<file path="src/rtl/sao_band_pkg.sv">
package sao_band_pkg;

    localparam int SAO_DEPTH_LO = 10;
    localparam int SAO_DEPTH_HI = 12;
    localparam int SAO_BAND_W   = 5;
    localparam int SAO_MAX_W    = 64;
    localparam int SAO_COL_W    = $clog2(SAO_MAX_W);
    localparam int SAO_WSEL_W   = 3;

    typedef enum logic [SAO_WSEL_W-1:0] {
        WSEL_8  = 3'd0,
        WSEL_16 = 3'd1,
        WSEL_32 = 3'd2,
        WSEL_48 = 3'd3,
        WSEL_64 = 3'd4
    } wsel_e;

    // Index of the last column for a width code; unknown codes mean 64.
    function automatic logic [SAO_COL_W-1:0] sao_last_col(input logic [SAO_WSEL_W-1:0] sel);
        case (sel)
            WSEL_8:  sao_last_col = SAO_COL_W'(7);
            WSEL_16: sao_last_col = SAO_COL_W'(15);
            WSEL_32: sao_last_col = SAO_COL_W'(31);
            WSEL_48: sao_last_col = SAO_COL_W'(47);
            default: sao_last_col = SAO_COL_W'(SAO_MAX_W - 1);
        endcase
    endfunction

endpackage

</file>
<file path="src/rtl/sao_band_classify.sv">
module sao_band_classify #(
    parameter int PIX_W    = 12,
    parameter int DEPTH_LO = 10,
    parameter int BAND_W   = 5,
    parameter int OFF_W    = 16,
    parameter int N_ACT    = 4
) (
    input  logic [PIX_W-1:0]       pix,
    input  logic                   depth12,
    input  logic [BAND_W-1:0]      start,
    input  logic [N_ACT*OFF_W-1:0] offs,
    output logic [PIX_W-1:0]       samp,
    output logic [OFF_W-1:0]       off
);
    localparam int SH_LO = DEPTH_LO - BAND_W;
    localparam int SH_HI = PIX_W - BAND_W;

    logic [BAND_W-1:0] band;
    logic [BAND_W-1:0] rel;
    logic [N_ACT-1:0]  hit;
    logic [OFF_W-1:0]  masked [N_ACT];

    // Drop unused upper bits in the narrow depth.
    always_comb begin
        samp = depth12 ? pix : {{(PIX_W-DEPTH_LO){1'b0}}, pix[DEPTH_LO-1:0]};
        band = depth12 ? samp[SH_HI +: BAND_W] : samp[SH_LO +: BAND_W];
        rel  = band - start;
    end

    // Distance from the first active band, modulo the band count, picks the slot.
    for (genvar k = 0; k < N_ACT; k++) begin : g_slot
        assign hit[k]    = (rel == BAND_W'(k));
        assign masked[k] = hit[k] ? offs[k*OFF_W +: OFF_W] : '0;
    end

    always_comb begin
        off = '0;
        for (int k = 0; k < N_ACT; k++) begin
            off = off | masked[k];
        end
    end

endmodule

</file>
<file path="src/rtl/sao_band_clip.sv">
module sao_band_clip #(
    parameter int PIX_W    = 12,
    parameter int DEPTH_LO = 10,
    parameter int OFF_W    = 16
) (
    input  logic [PIX_W-1:0] samp,
    input  logic [OFF_W-1:0] off,
    input  logic             depth12,
    output logic [PIX_W-1:0] res
);
    localparam int SUM_W = OFF_W + 1;

    logic signed [SUM_W-1:0] sum;
    logic signed [SUM_W-1:0] maxv;

    always_comb begin
        sum  = $signed({{(SUM_W-PIX_W){1'b0}}, samp}) + $signed({off[OFF_W-1], off});
        maxv = depth12 ? SUM_W'((1 << PIX_W) - 1) : SUM_W'((1 << DEPTH_LO) - 1);
        if (sum < 0) begin
            res = '0;
        end else if (sum > maxv) begin
            res = maxv[PIX_W-1:0];
        end else begin
            res = sum[PIX_W-1:0];
        end
    end

endmodule

</file>
<file path="src/rtl/sao_band_flow.sv">
module sao_band_flow (
    input  logic active,
    input  logic a_vld,
    input  logic b_vld,
    input  logic out_ready,
    output logic b_free,
    output logic a_free,
    output logic in_ready,
    output logic cfg_ready
);
    always_comb begin
        b_free    = !b_vld || out_ready;
        a_free    = !a_vld || b_free;
        in_ready  = active && a_free;
        cfg_ready = !active && !a_vld && !b_vld;
    end
endmodule

</file>
<file path="src/rtl/sao_band_stage.sv">
module sao_band_stage
    import sao_band_pkg::*;
#(
    parameter int OFF_W  = 16,
    parameter int N_ACT  = 4,
    parameter int ROWS_W = 16
) (
    input  logic                    clk,
    input  logic                    rst_n,
    input  logic                    cfg_valid,
    output logic                    cfg_ready,
    input  logic                    cfg_depth12,
    input  logic [SAO_BAND_W-1:0]   cfg_start_band,
    input  logic [N_ACT*OFF_W-1:0]  cfg_band_offs,
    input  logic [SAO_WSEL_W-1:0]   cfg_width_sel,
    input  logic [ROWS_W-1:0]       cfg_rows_m1,
    input  logic                    in_valid,
    output logic                    in_ready,
    input  logic [SAO_DEPTH_HI-1:0] in_pixel,
    output logic                    out_valid,
    input  logic                    out_ready,
    output logic [SAO_DEPTH_HI-1:0] out_pixel,
    output logic                    out_eol,
    output logic                    out_eob
);
    localparam int PIX_W = SAO_DEPTH_HI;
    localparam int TAB_W = N_ACT * OFF_W;

    typedef struct packed {
        logic                  active;
        logic                  depth12;
        logic [SAO_BAND_W-1:0] start;
        logic [TAB_W-1:0]      offs;
        logic [SAO_COL_W-1:0]  wlast;
        logic [ROWS_W-1:0]     rows_m1;
        logic [SAO_COL_W-1:0]  col;
        logic [ROWS_W-1:0]     row;
        logic                  a_vld;
        logic [PIX_W-1:0]      a_pix;
        logic [OFF_W-1:0]      a_off;
        logic                  a_d12;
        logic                  a_eol;
        logic                  a_eob;
        logic                  b_vld;
        logic [PIX_W-1:0]      b_pix;
        logic                  b_eol;
        logic                  b_eob;
    } st_t;

    st_t st_d, st_q;

    logic             b_free, a_free;
    logic             accept, cfg_take;
    logic             row_end, last_row;
    logic [PIX_W-1:0] cls_samp;
    logic [OFF_W-1:0] cls_off;
    logic [PIX_W-1:0] clip_res;

    sao_band_flow u_flow (
        .active    (st_q.active),
        .a_vld     (st_q.a_vld),
        .b_vld     (st_q.b_vld),
        .out_ready (out_ready),
        .b_free    (b_free),
        .a_free    (a_free),
        .in_ready  (in_ready),
        .cfg_ready (cfg_ready)
    );

    sao_band_classify #(
        .PIX_W    (PIX_W),
        .DEPTH_LO (SAO_DEPTH_LO),
        .BAND_W   (SAO_BAND_W),
        .OFF_W    (OFF_W),
        .N_ACT    (N_ACT)
    ) u_classify (
        .pix     (in_pixel),
        .depth12 (st_q.depth12),
        .start   (st_q.start),
        .offs    (st_q.offs),
        .samp    (cls_samp),
        .off     (cls_off)
    );

    sao_band_clip #(
        .PIX_W    (PIX_W),
        .DEPTH_LO (SAO_DEPTH_LO),
        .OFF_W    (OFF_W)
    ) u_clip (
        .samp    (st_q.a_pix),
        .off     (st_q.a_off),
        .depth12 (st_q.a_d12),
        .res     (clip_res)
    );

    always_comb begin
        accept   = in_valid && in_ready;
        cfg_take = cfg_valid && cfg_ready;
        row_end  = (st_q.col == st_q.wlast);
        last_row = (st_q.row == st_q.rows_m1);

        st_d = st_q;

        // Output stage: clip the held sum term.
        if (b_free) begin
            st_d.b_vld = st_q.a_vld;
            st_d.b_pix = clip_res;
            st_d.b_eol = st_q.a_eol;
            st_d.b_eob = st_q.a_eob;
        end

        // Entry stage: classify and pick the correction.
        if (a_free) begin
            st_d.a_vld = accept;
            st_d.a_pix = cls_samp;
            st_d.a_off = cls_off;
            st_d.a_d12 = st_q.depth12;
            st_d.a_eol = row_end;
            st_d.a_eob = row_end && last_row;
        end

        // Block framing.
        if (accept) begin
            if (row_end) begin
                st_d.col = '0;
                if (last_row) begin
                    st_d.row    = '0;
                    st_d.active = 1'b0;
                end else begin
                    st_d.row = st_q.row + ROWS_W'(1);
                end
            end else begin
                st_d.col = st_q.col + SAO_COL_W'(1);
            end
        end

        if (cfg_take) begin
            st_d.active  = 1'b1;
            st_d.depth12 = cfg_depth12;
            st_d.start   = cfg_start_band;
            st_d.offs    = cfg_band_offs;
            st_d.wlast   = sao_last_col(cfg_width_sel);
            st_d.rows_m1 = cfg_rows_m1;
            st_d.col     = '0;
            st_d.row     = '0;
        end
    end

    always_ff @(posedge clk) begin
        if (!rst_n) begin
            st_q <= '0;
        end else begin
            st_q <= st_d;
        end
    end

    assign out_valid = st_q.b_vld;
    assign out_pixel = st_q.b_pix;
    assign out_eol   = st_q.b_eol;
    assign out_eob   = st_q.b_eob;

endmodule

</file>
<file path="config.mk">
export PLATFORM = sky130hd
export DESIGN_NAME = sao_band_stage
export DESIGN_NICKNAME = d
export VERILOG_FILES = /design/src/rtl/sao_band_pkg.sv /design/src/rtl/sao_band_classify.sv /design/src/rtl/sao_band_clip.sv /design/src/rtl/sao_band_flow.sv /design/src/rtl/sao_band_stage.sv
export SDC_FILE = /design/constraint.sdc
export NUM_CORES = 1
export LEC_CHECK = 0
export BUFFER_PORTS_ARGS = -buffer_cell sky130_fd_sc_hd__buf_2
export CAP_MARGIN = 20
export CORE_AREA = 2 2 148 92
export CTS_BUF_LIST = sky130_fd_sc_hd__clkbuf_4
export DETAILED_ROUTE_END_ITERATION = 7
export DIE_AREA = 0 0 150 94
export GPL_TIMING_DRIVEN = 0
export PLACE_DENSITY = 0.92
export SETUP_SLACK_MARGIN = 0.15
export SLEW_MARGIN = 40
export SYNTH_ARGS = -nofsm -noshare
export SYNTH_HDL_FRONTEND = slang
export SYNTH_SLANG_ARGS = --single-unit
</file>
<file path="constraint.sdc">
create_clock -name clk -period 5.42 [get_ports clk]
set_input_delay 0.542 -clock clk [delete_from_list [all_inputs] [get_ports clk]]
set_output_delay 0.542 -clock clk [all_outputs]
set_load 0.05 [all_outputs]
</file>
==> Word-level counts from Yosys, hierarchy flattened <==
Index checks and enable logic that the tools add are counted.
{ "op_classes": {"n_addsub": 4, "order_cmp": 2, "eq_ne": 8, "muxes": 18, "bitwise": 4, "n_reduce_logical": 19} }
{ "ops": {"columns": ["op", "count"], "rows": [
  ["$mux W115", 1],
  ["$mux W16", 6],
  ["$mux W12", 4],
  ["$or A16 B16 Y16", 3],
  ["$pmux W6 S4", 1],
  ["$mux W22", 1],
  ["$add A13 B16 Y17", 1],
  ["$gt A17 B13 Y1", 1],
  ["$lt A17 B1 Y1 const B", 1],
  ["$add A16 B1 Y16 const B", 1],
  ["$eq A16 B16 Y1", 1],
  ["$eq A5 B2 Y1 const B", 2],
  ["$add A6 B1 Y6 const B", 1],
  ["$eq A3 B2 Y1 const B", 2],
  ["$eq A6 B6 Y1", 1],
  ["$logic_and A1 B1 Y1", 6],
  ["$mux W6", 1],
  ["$reduce_bool A2 Y1", 3],
  ["$eq A5 B1 Y1 const B", 1],
  ["$logic_not A5 Y1", 1],
  ["$mux W5", 1],
  ["$sub A5 B5 Y5", 1],
  ["$eq A3 B1 Y1 const B", 1],
  ["$logic_not A1 Y1", 3],
  ["7 further kinds", 10]
]} }
{ "word_totals": {"regBits": 162, "input_bits": 106, "out_inout_bits": 17} }

==> Longest topological paths before layout <==
{ "depth": {"word_depth": 8, "mapped_depth": 18, "depth_no_buf": 17} }

==> Modules after synthesis <==
From an unflattened synthesis, not the netlist that was laid out.
{ "unflattened": {"cells_unflattened": 930, "area_unflattened_um2": 8488.1} }
{ "by_module_without_submodules": {"columns": ["module", "n_inst", "cells_per_inst", "area_per_inst_um2", "seq_area_each_um2"], "rows": [
  ["sao_band_stage", 1, 715, 6502.5, 3203.1],
  ["sao_band_clip", 1, 133, 1012.2, 0.0],
  ["sao_band_classify", 1, 78, 945.9, 0.0],
  ["sao_band_flow", 1, 4, 27.5, 0.0]
]} }

==> Worst setup path after synthesis <==
Ideal clock, no wire load.
{ "synth_path": {"path_kind": "flip-flop to flip-flop", "startpoint": "register st_q[18] (netlist bit)", "endpoint": "register st_q (netlist bit out_pixel[6])", "arrival_ns": 3.507, "slack_ns": 1.788, "path_stages_with_launch": 19, "path_buffers": 1, "synth_period_minus_slack_ns": 3.632, "cell_sequence": "dfxtp_1 -> ha_1 -> inv_1 -> fa_1 -> nor2b_1 -> o2111a_1 -> nor4bb_1 -> or2_2 -> xnor2_1 -> ha_1 -> nand2_1 -> nor4bb_1 -> o2111a_1 -> o2111ai_1 -> a22oi_1 -> a31oi_1 -> buf_2 -> nor4_1 -> o21ai_1"} }
{ "synth_between": {"elab_chain_len": 4} }
{ "synth_rtl": {"columns": ["element", "line_no", "rtl"], "rows": [
  ["start, declared", "sao_band_stage.sv:50", "st_t st_d, st_q;"],
  ["start signal, assigned", "sao_band_stage.sv:153", "st_q <= st_d;"],
  ["$add A13 B16 Y17 (*)", "sao_band_clip.sv:17", "sum = $signed({{(SUM_W-PIX_W){1'b0}}, samp}) + $signed({off[OFF_W-1], off});"],
  ["$gt A17 B13 Y1", "sao_band_clip.sv:21", "end else if (sum > maxv) begin"],
  ["$mux W12", "sao_band_clip.sv:21", null],
  ["$mux W12 (*)", "sao_band_clip.sv:19", "if (sum < 0) begin"]
]} }
Every way passes the cells marked *; elsewhere a longest branch is shown, timed or not.
A chain may end at the register's enable or synchronous reset.

==> Worst setup path in the final report <==
{ "layout_path": {"startpoint": "register st_q[35] (netlist bit)", "endpoint": "register st_q (netlist bit out_pixel[6])"} }
The elaborated chain is that of the path after synthesis.

==> reports/results.txt <==
final slew viol count -> 0
HPWL Detailed -> 15.5 mm
IO Pins -> 123
Crit path required time -> 5890 ps
Yosys top cell by area -> dfxtp_1
Avg Cell Area, Syn -> 8.04 µm²
status -> finished, final reports clean
P&R area growth vs syn -> 14.4%
Cell Int Power -> 0.00164 W
Clock power frac -> 0.282
P_leak -> 3.64 nW
max-cap violation count -> 0
final hold violations -> 0
Total GRT Usage -> 0.299
hold-critical path depth -> 3
worst r2r path cells -> 17
Synth Flop Type -> dfxtp_1
hold buffer count at cts -> 0
crit end category -> flop
post-placement cell area -> 0.00837 mm²
hold path start -> cfg_band_offs[37]
DR pass1 iterations -> 7
sequential cell area fraction in the yosys report -> 0.424
Final setup viols -> 0
Tightest Pin Transition -> 841 ps
Synth Instances -> 939
Seq pwr share -> 0.534
fin area -> 0.00864 mm²
worst ir drop on vdd -> 0.000139 V
Synth top area share -> 0.424
fmax -> 212 MHz
WL/cell -> 16.2 µm
DR iter-0 viols -> 806
period utilisation layout -> 0.872
syn nets -> 1067
cts repair resizes -> 0
die area -> 0.0141 mm²
vias in the first global route -> 6576
Clock Tree Buf Depth -> 2
Initial Utilization -> 0.597
RSZ-0062 raised after global routing -> false
placed cell count -> 1231
Total Wirelength -> 20.5 mm
Routed Antenna Nets -> 0
post-route minimum period -> 4730 ps
Final Net Count -> 1208
final core utilization -> 0.683
CTS buffer count -> 17
R2R Path Start -> st_q[35]$_SDFFE_PN0N_
commonest non-fill, non-tap cell in the layout -> nand2_1
number of synthesized flops with an enable pin -> 0
largest net degree at the start of global routing -> 17
Die Span X -> 150 µm
crit path from -> st_q[35]$_SDFFE_PN0N_
CTS tree -> built
clk root buf -> clkbuf_4
post-CTS setup buffers -> 0
power per cell area -> 279 mW/mm²
clk sink count -> 160
Post-synth ARST share -> 0
fraction of layout instances using a drive strength above 1 -> 0.188
setup TNS -> 0 ps
Layout Skew -> 12.4 ps
Via density -> 5.85
count of cell types in the netlist -> 63
Yosys reg bits -> 160
Vias -> 7393
DRC Markers -> 0
WS Path Type -> flop to flop
Port Buffers -> 122
synth warn -> 0
crit path max fanout -> 10
die height -> 94 µm
Worst-path clk slew -> 140 ps
clock insertion delay at the later pin of the skew report -> 570 ps
hold_ws -> 194 ps
ant diodes -> 0
crit path DAT -> 5190 ps
Comb pwr share -> 0.184
switching part of the total -> 0.317
worst hold path type -> input port to flop
first-pass GRT wire length -> 32.9 mm
Slew HR -> 0.439
net switching power -> 0.000764 W
Mapped Area -> 0.00755 mm²
num rows -> 32
core region area -> 0.0127 mm²
H-tree Lvls -> 4
Final Non-Filler Cells -> 1263
CP Launch Type -> flop
initial antenna violation count -> 0
Routability Congestion -> 1.00
most frequent cells in the layout -> 234 x nand2_1, 160 x dfxtp_1, 124 x buf_2
top cells by area, synth -> dfxtp_1 42%, nand2_1 12%, a21oi_1 8.0%
global route total overflow -> 0
-- cell families after synthesis --
kind of cell / Yosys count / synth area share
simple gates: 403 / 0.234
compound gates: 199 / 0.157
flops: 160 / 0.424
buf+inv: 87 / 0.0525
xor+xnor: 42 / 0.0487
mux: 26 / 0.0451
fa+ha+maj: 22 / 0.0384
-- critical path, stage by stage (launching register included) --
cell	delay [ps]
dfxtp_1	400
ha_1	250
a211oi_1	520
o21ai_0	320
a41oi_1	370
inv_1	80
a21oi_1	180
xor2_1	270
inv_1	80
ha_1	290
nor4bb_1	300
o2111a_1	270
o2111ai_1	180
a22oi_1	310
a31oi_1	210
buf_2	230
nor4_1	290
o21ai_1	90
-- registers in the layout, indices dropped and copies added, names as in the netlist --
signal / flops
st_q: 145
out_valid: 1
out_pixel: 12
out_eob: 1
out_eol: 1
-- area by class of cell --
| class | count | area, µm² |
|---|---|---|
| fillers | 1011 | 4020 |
| multi-input cells | 692 | 3950 |
| flip-flops and latches | 160 | 3200 |
| repair buffers | 122 | 611 |
| plain buffers | 71 | 337 |
| well taps | 170 | 213 |
| clock inverters | 15 | 135 |
| clock buffers | 17 | 128 |
| inverters | 16 | 60.1 |
-- synth_stat cells (all sizes together) (2+ instances only) --
library cell and instances:
o211ai 4, a31oi 3, or3 5, mux2i 7, buf 19, and2 6
or2 5, fa 2, nor2 74, a21o 5, inv 16, a2111oi 2
o311ai 2, ha 20, nor2b 4, o22ai 2, o21a 3, clkbuf 52
nand2b 3, a22oi 12, nor4 7, o21ai 21, or4b 3, o2111a 2
nor4bb 2, dfxtp 160, mux2 14, a211oi 14, nand3 11, nor3b 6
nand2 234, xnor2 10, mux4 5, and3 4, a21oi 121, nand4 9
xor2 32, nor3 26
-- per-stage QoR --
stage	total power [W]	setup slack, ps
detailed placement	0.00174	919
global route	0.00251	320
global placement	0.00172	1070
floorplan	0.00160	1790
finish	0.00241	695
CTS	0.00240	880
-- routing by layer --
layer	vias to the layer above	global-route usage	wire, µm
li1	3483	-	-
met1	3441	0.429	9060
met2	416	0.447	8760
met3	53	0.0767	2280
met4	0	0.0794	389
met5	-	0	0
-- final timing paths --
kind	slack, ps	endpoint
max	690	out_pixel[6]$_SDFFE_PN0P_
min	190	st_q[128]$_SDFFE_PN0P_
max reg2reg	690	out_pixel[6]$_SDFFE_PN0P_
min reg2reg	460	st_q[135]$_SDFFE_PN0P_
-- power groups by stage --
| stage | logic [W] | registers (W) | clock network (W) |
|---|---|---|---|
| detailed placement | 0.000430 | 0.00131 | 0 |
| global route | 0.000482 | 0.00129 | 0.000739 |
| finish | 0.000443 | 0.00128 | 0.000678 |
| floorplan | 0.000301 | 0.00130 | 0 |
| CTS | 0.000434 | 0.00128 | 0.000679 |
| global placement | 0.000418 | 0.00131 | 0 |
No activity file was read; power rests on OpenSTA's default activity.
